[src/rtl/ser_err_pkg.sv]
package ser_err_pkg;
  localparam int STS_W  = 8;
  localparam int FE_BIT = 2;
  localparam int PU_BIT = 3;
  localparam int OV_BIT = 4;
  localparam int NFLAG  = 3;
  localparam int FLG_FE = 0;
  localparam int FLG_PU = 1;
  localparam int FLG_OV = 2;

  typedef enum logic [1:0] {
    MODE_UART    = 2'd0,
    MODE_SLV     = 2'd1,
    MODE_MST     = 2'd2,
    MODE_MST_ALT = 2'd3
  } ser_mode_e;
endpackage

[src/rtl/ser_rx_chk.sv]
module ser_rx_chk
  import ser_err_pkg::*;
#(
  parameter int DATA_W = 8
) (
  input  logic [1:0]        mode_i,
  input  logic              dbuf_en_i,
  input  logic              rx_done_i,
  input  logic [DATA_W-1:0] rx_data_i,
  input  logic              par_en_i,
  input  logic              par_odd_i,
  input  logic              rx_par_i,
  input  logic              stop0_i,
  input  logic              rx_full_i,
  output logic              pe_evt_o,
  output logic              fe_evt_o,
  output logic              ov_evt_o
);
  ser_mode_e mode;
  logic      uart, mst, exp_par;

  always_comb begin
    mode    = ser_mode_e'(mode_i);
    uart    = (mode == MODE_UART);
    mst     = (mode == MODE_MST) || (mode == MODE_MST_ALT);
    exp_par = par_odd_i ? ~(^rx_data_i) : (^rx_data_i);
  end

  assign pe_evt_o = uart && rx_done_i && par_en_i && (rx_par_i != exp_par);
  // only the first stop sample is judged
  assign fe_evt_o = uart && rx_done_i && !stop0_i;
  // master without double buffer cannot report overrun
  assign ov_evt_o = rx_done_i && rx_full_i && !(mst && !dbuf_en_i);
endmodule

[src/rtl/ser_underrun.sv]
module ser_underrun
  import ser_err_pkg::*;
#(
  parameter int FIFO_DEPTH = 4,
  localparam int CNT_W = $clog2(FIFO_DEPTH + 1)
) (
  input  logic             clk_i,
  input  logic             rst_ni,
  input  logic [1:0]       mode_i,
  input  logic             dbuf_en_i,
  input  logic             shift_done_i,
  input  logic             sclk_edge_i,
  input  logic             tx_buf_full_i,
  input  logic             tx_fifo_en_i,
  input  logic [CNT_W-1:0] tx_fifo_cnt_i,
  output logic             ur_evt_o
);
  logic armed_q, armed_d, active, have_data;

  always_comb begin
    active    = (ser_mode_e'(mode_i) == MODE_SLV) && dbuf_en_i;
    have_data = tx_buf_full_i || (tx_fifo_en_i && (tx_fifo_cnt_i != '0));
    if (!active)           armed_d = 1'b0;
    else if (shift_done_i) armed_d = 1'b1;
    else if (sclk_edge_i)  armed_d = 1'b0;
    else                   armed_d = armed_q;
  end

  always_ff @(posedge clk_i or negedge rst_ni) begin
    if (!rst_ni) armed_q <= 1'b0;
    else         armed_q <= armed_d;
  end

  assign ur_evt_o = active && armed_q && sclk_edge_i && !have_data;
endmodule

[src/rtl/ser_flag.sv]
module ser_flag (
  input  logic clk_i,
  input  logic rst_ni,
  input  logic set_i,
  input  logic clr_i,
  output logic q_o
);
  // a set in the clearing cycle wins
  always_ff @(posedge clk_i or negedge rst_ni) begin
    if (!rst_ni)    q_o <= 1'b0;
    else if (set_i) q_o <= 1'b1;
    else if (clr_i) q_o <= 1'b0;
  end
endmodule

[src/rtl/ser_err_flags.sv]
module ser_err_flags
  import ser_err_pkg::*;
#(
  parameter int DATA_W     = 8,
  parameter int FIFO_DEPTH = 4,
  localparam int CNT_W = $clog2(FIFO_DEPTH + 1)
) (
  input  logic              clk_i,
  input  logic              rst_ni,
  input  logic [1:0]        mode_i,
  input  logic              dbuf_en_i,
  input  logic              stop_len_i,
  input  logic              rx_done_i,
  input  logic [DATA_W-1:0] rx_data_i,
  input  logic              par_en_i,
  input  logic              par_odd_i,
  input  logic              rx_par_i,
  input  logic [1:0]        rx_stop_i,
  input  logic              rx_full_i,
  input  logic              shift_done_i,
  input  logic              sclk_edge_i,
  input  logic              tx_buf_full_i,
  input  logic              tx_fifo_en_i,
  input  logic [CNT_W-1:0]  tx_fifo_cnt_i,
  input  logic              rd_stb_i,
  output logic [STS_W-1:0]  sts_o
);
  logic             pe_evt, fe_evt, ov_evt, ur_evt;
  logic [NFLAG-1:0] evt, flag;

  ser_rx_chk #(.DATA_W(DATA_W)) u_rx_chk (
    .mode_i    (mode_i),
    .dbuf_en_i (dbuf_en_i),
    .rx_done_i (rx_done_i),
    .rx_data_i (rx_data_i),
    .par_en_i  (par_en_i),
    .par_odd_i (par_odd_i),
    .rx_par_i  (rx_par_i),
    .stop0_i   (rx_stop_i[0]),
    .rx_full_i (rx_full_i),
    .pe_evt_o  (pe_evt),
    .fe_evt_o  (fe_evt),
    .ov_evt_o  (ov_evt)
  );

  ser_underrun #(.FIFO_DEPTH(FIFO_DEPTH)) u_underrun (
    .clk_i         (clk_i),
    .rst_ni        (rst_ni),
    .mode_i        (mode_i),
    .dbuf_en_i     (dbuf_en_i),
    .shift_done_i  (shift_done_i),
    .sclk_edge_i   (sclk_edge_i),
    .tx_buf_full_i (tx_buf_full_i),
    .tx_fifo_en_i  (tx_fifo_en_i),
    .tx_fifo_cnt_i (tx_fifo_cnt_i),
    .ur_evt_o      (ur_evt)
  );

  always_comb begin
    evt         = '0;
    evt[FLG_FE] = fe_evt;
    evt[FLG_PU] = pe_evt | ur_evt;
    evt[FLG_OV] = ov_evt;
  end

  for (genvar g = 0; g < NFLAG; g++) begin : g_flag
    ser_flag u_flag (
      .clk_i  (clk_i),
      .rst_ni (rst_ni),
      .set_i  (evt[g]),
      .clr_i  (rd_stb_i),
      .q_o    (flag[g])
    );
  end

  always_comb begin
    sts_o         = '0;
    sts_o[FE_BIT] = flag[FLG_FE];
    sts_o[PU_BIT] = flag[FLG_PU];
    sts_o[OV_BIT] = flag[FLG_OV];
  end
endmodule

[config.mk]
export PLATFORM = sky130hd
export DESIGN_NAME = ser_err_flags
export DESIGN_NICKNAME = d
export VERILOG_FILES = /design/src/rtl/ser_err_pkg.sv /design/src/rtl/ser_rx_chk.sv /design/src/rtl/ser_underrun.sv /design/src/rtl/ser_flag.sv /design/src/rtl/ser_err_flags.sv
export SDC_FILE = /design/constraint.sdc
export NUM_CORES = 1
export LEC_CHECK = 0
export BUFFER_PORTS_ARGS = -buffer_cell sky130_fd_sc_hd__buf_2
export CORE_AREA = 2 2 39 41
export CTS_BUF_LIST = sky130_fd_sc_hd__clkbuf_4 sky130_fd_sc_hd__clkbuf_8
export CTS_CLUSTER_DIAMETER = 120
export DETAILED_ROUTE_END_ITERATION = 12
export DIE_AREA = 0 0 41 43
export PLACE_DENSITY = 0.7
export SLEW_MARGIN = 15
export SYNTH_ARGS = -nofsm -noshare
export SYNTH_HDL_FRONTEND = slang
export SYNTH_SLANG_ARGS = --single-unit
[constraint.sdc]
create_clock -name clk_i -period 1.68 [get_ports clk_i]
set_input_delay 0.336 -clock clk_i [delete_from_list [all_inputs] [get_ports clk_i]]
set_output_delay 0.336 -clock clk_i [all_outputs]
set_load 0.02 [all_outputs]
* Word level (Yosys, flattened, before mapping)
Index checks and enable logic that the tools add are counted.
Word-level totals: register bits after elaboration 4, input bits 29, output and inout port bits 8
Cells by class: equal/unequal tests 5, mux-type cells 8, bitwise gates (word level) 2, reductions and logical operators 24
Operators by type and width (number):
- $logic_and A1 B1 Y1 | 12
- $mux W1 | 8
- $reduce_xor A8 Y1 | 1
- $reduce_bool A2 Y1 | 3
- $eq A2 B2 Y1 const B | 2
- $logic_not A1 Y1 | 4
- $ne A3 B3 Y1 const B | 1
- $reduce_bool A3 Y1 | 1
- $eq A2 B1 Y1 const B | 1
- $logic_not A2 Y1 | 1
- $logic_or A1 B1 Y1 | 2
- $ne A1 B1 Y1 | 1
- $not A1 Y1 | 1
- $or A1 B1 Y1 | 1

* Longest topological paths before layout
depth in word-level cells 7, mapped depth 4, gate-level depth less buffers 4

* Hierarchy
From an unflattened synthesis, not the netlist that was laid out.
Unflattened totals: cells, all modules 40, area, all modules 345.3 µm²
By module, submodules not included:
- ser_rx_chk | instances 1, cells an instance 16, area each 116.4 µm², seq. area each 0.0 µm²
- ser_flag | instances 3, cells an instance 3, area each 36.3 µm², seq. area each 25.0 µm²
- ser_underrun | instances 1, cells an instance 8, area each 72.6 µm², seq. area each 25.0 µm²
- ser_err_flags | instances 1, cells an instance 7, area each 47.5 µm², seq. area each 0.0 µm²

* Worst setup path before layout
Ideal clock, no wire load.
path type input to register, start input rx_data_i[4], end register g_flag[1].u_flag.q_o, library setup time 124 ps, arrival time 1080 ps, data required time 1556 ps, slack 476 ps, stages on the path 4, path buffers 0, path through xor2_1 > xnor3_1 > xnor2_1 > o21ai_1
Between the ends: longest elaborated chain between the ends 7, elaborated cells on any way between the ends 8, those cells by class eq/ne (1); mux (2); bitwise (2); reduce/logical (3)
RTL lines:
- start, declared | line ser_err_flags.sv:14 | input logic [DATA_W-1:0] rx_data_i,
- $reduce_xor A8 Y1 * | line ser_rx_chk.sv:26 | exp_par = par_odd_i ? ~(^rx_data_i) : (^rx_data_i);
- $not A1 Y1 | line ser_rx_chk.sv:26
- $mux W1 * | line ser_rx_chk.sv:26
- $ne A1 B1 Y1 * | line ser_rx_chk.sv:29 | assign pe_evt_o = uart && rx_done_i && par_en_i && (rx_par_i != exp_par);
- $logic_and A1 B1 Y1 * | line ser_rx_chk.sv:29
- $or A1 B1 Y1 * | line ser_err_flags.sv:62 | evt[FLG_PU] = pe_evt | ur_evt;
- $mux W1 / $reduce_bool A2 Y1 (equally long branches)
- end signal, assigned | line ser_flag.sv:10 | if (!rst_ni) q_o <= 1'b0;
- end signal, assigned | line ser_flag.sv:11 | else if (set_i) q_o <= 1'b1;
- end signal, assigned | line ser_flag.sv:12 | else if (clr_i) q_o <= 1'b0;
- end, declared | line ser_flag.sv:6 | output logic q_o
Every way passes the cells marked *; elsewhere a longest branch is shown, timed or not. A chain may end at the register's enable or synchronous reset.

* Final worst setup path
start input rx_data_i[5], end register g_flag[1].u_flag.q_o
Same word-level chain as after synthesis.

==> metrics.csv <==
stage,metric,value,unit
route,DR iter-0 viols,7,
clocking,Max Root-Sink Buffers,2,
die,Die Footprint,1760,um2
global_route,initial antenna violation count,0,
sta,clock skew,0.00375,ns
route,via count,324,
setup_path,Worst R2R Start,u_underrun.armed_q,
finish,sequential standard cell area,100,um2
status,status,completed,
setup_path,arrival time worst endpoint,1.24,ns
place,Placer Congestion,0.729,
route,DR WL/cell,8.24,um
finish,nets,97,
sta,count of pins over their slew limit,0,
job,max-capacitance violation count,0,
setup_path,slowest library cell on the worst path,xnor3_1,
setup_path,Worst setup SP type,primary input,
die,Top Ports,37,
setup_path,critical path class,primary input to flip-flop,
global_route,M3 GR Usage,1.57,%
synthesis,synth unique cells,18,
global_route,GRT Total Usage,10.1,%
sta,worst hold margin,0.274,ns
synthesis,Synth area leaders,"dfrtp_1 30%, buf_4 18%, xnor2_1 16%",
synthesis,async set or reset register ratio after synthesis,100,%
power,maximum vdd drop,0.000233,V
sta,Setup Viol. Count Final,0,
route,Total Routed Length,676,um
global_route,grt peak-use layer,met2,
hold_path,Hold Crit Class,primary input to flip-flop,
power,PwrDens,686,nW/um2
clocking,H-tree depth,1,
hold_path,Hold Startpoint,rx_stop_i[0],
clocking,# clock sinks,4,
route,drt via density,3.95,
finish,Util after Layout,35.4,%
sta,RSZ-0062 raised after global routing,no,
global_route,largest net degree at the start of global routing,5,
setup_path,top cell family by delay on the critical path,XOR/XNOR gates,
synthesis,sequential fraction of the synthesis area,29.6,%
synthesis,Synth top cells by count,"8 x buf_4, 6 x xnor2_1, 4 x dfrtp_1",
sta,highest clock rate,889,MHz
setup_path,critical-path cell list,"buf_2, xor2_1, xnor3_1, xnor2_1, o21ai_1",
global_route,met2 Track Usage GR,15.9,%
synthesis,Post-Synthesis Cell Area,338,um2
route,DRT antenna net count,0,
global_route,first-pass GRT wire length,1.15,mm
clocking,latest clock arrival within the worst-skew pair,0.23,ns
finish,number of antenna diodes,0,
sta,"Hold Vio Cnt, Final",0,
place,DP HPWL,586,um
setup_path,Worst Path Max Fanout,1,
sta,Tcrit/Tclk final,67.0,%
route,DRC,0,
synthesis,Post-synth EDFFs,0,
die,Die Wd,41,um
synthesis,top cell type's share of synthesized area,29.6,%
global_route,gr ovfl total,0,
synthesis,Mean Syn Cell Area,9.13,um2
global_route,GRT met1 Usage,10.2,%
sta,min cycle time layout,1.12,ns
setup_path,Critical Path Max Stage Delay,0.42,ns
synthesis,"Primary FF master, synth",dfrtp_1,
finish,area grow syn2layout,45.2,%
clocking,CTS buffer count,3,
place,IO Port Bufs,29,
finish,ratio of cells with drive above 1 in the final layout,48.5,%
clocking,Clock Pin Slew Worst Setup and Hold Paths,0.04,ns
synthesis,number of synthesized register bits,4,
synthesis,Yosys top cell by area,dfrtp_1,
setup_path,CP Launch Point,rx_data_i[5],
route,TritonRoute pass-1 iters,4,
power,Static Leak,0.000268,uW
synthesis,Post-Synthesis Cells,37,
clocking,Post-CTS Setup Repair Bufs,0,
clocking,hold_buf cts,1,
setup_path,"Data required, critical path",1.79,ns
die,die span in y,43,um
die,CORE AREA,1380,um2
clocking,Post-CTS Resized,0,
setup_path,crit end category,flip-flop,
clocking,CTS root buf,clkbuf_4,
die,Rows,14,
finish,Layout fillers,158,
global_route,number of global-route vias before repair,328,
synthesis,top-count cell post-synth,buf_4,
die,initial core utilization,24.4,%
setup_path,Critical path buffers and inverters,1,
clocking,CTS tree,yes,
finish,area of the multi-input gates,185,um2
sta,final setup TNS,0,ns
synthesis,yosys warns,0,
sta,Worst Slack Setup Final,0.555,ns
place,dpl ws,0.312,ns
sequential cells by signal (all words and copies together), names as in the netlist:
signal,flops
u_underrun.armed_q,1
g_flag.u_flag.q_o,3
worst register-to-register path, delay by kind of cell, from the launching register on:
kind,cells,cell delay [ns]
AO/OA/AOI/OAI,2,0.17
AND/OR/NAND/NOR,2,0.34
flip-flops,1,0.33
cells in the final DEF (no fill, tap or decap), drive strengths merged:
master	instances
dfrtp	4
nand2	2
xnor2	6
buf	29
conb	5
nand3	1
dlygate4sd3	1
nor4	1
xnor3	1
clkbuf	3
o31a	1
xor2	1
a21oi	2
inv	2
o21ai	1
a32o	1
nand3b	1
nand2b	1
o2bb2ai	1
nor2	2
final cells by class:
class / instances / share of cell area, %
Clock buffer: 3 / 4.59
Inverter: 2 / 1.53
Multi-Input combinational cell: 27 / 37.8
Sequential cell: 4 / 20.4
Tap cell: 16 / 4.08
Timing Repair Buffer: 30 / 31.6
cells by family (layout without fill, tap and decap cells):
group | count (synthesis) | count (layout) | share of synthesized area, %
AO/OA/AOI/OAI | 6 | 6 | 12.6
AND/OR/NAND/NOR | 8 | 8 | 11.9
XOR/XNOR | 8 | 8 | 24.8
other | 1 | 5 | 1.11
buffers and inverters | 10 | 35 | 20.0
flip-flops | 4 | 4 | 29.6
where the power goes:
group	switching, uW	internal (uW)
clock network	35.8	79.7
logic	51.7	62.9
registers	3.25	103
per-layer routing:
layer,vias up,wire [um]
met1,141,246
li1,169,-
met2,14,372
met5,-,0
met3,0,57
met4,0,0
path summary, 6_finish.rpt:
path / slack (ns) / endpoint / cells past startpoint
max: 0.56 / g_flag[1].u_flag.q_o / 5
min: 0.27 / g_flag[0].u_flag.q_o / 2
max reg2reg: 0.76 / g_flag[1].u_flag.q_o / 4
min reg2reg: 0.49 / g_flag[0].u_flag.q_o / 1
max in group asynchronous: 1.13 / g_flag[2].u_flag.q_o / 2
min in group asynchronous: 0.44 / g_flag[0].u_flag.q_o / 2
through the flow:
step / instances / cell area, um2 / total power (uW)
after floorplan: 41 / 353 / 194
after global placement: 78 / 458 / 220
after detailed placement: 78 / 458 / 222
after CTS: 82 / 490 / 343
after global routing: 82 / 490 / 367
final: 82 / 490 / 337
Note: power is estimated with default switching activity, not from simulation.
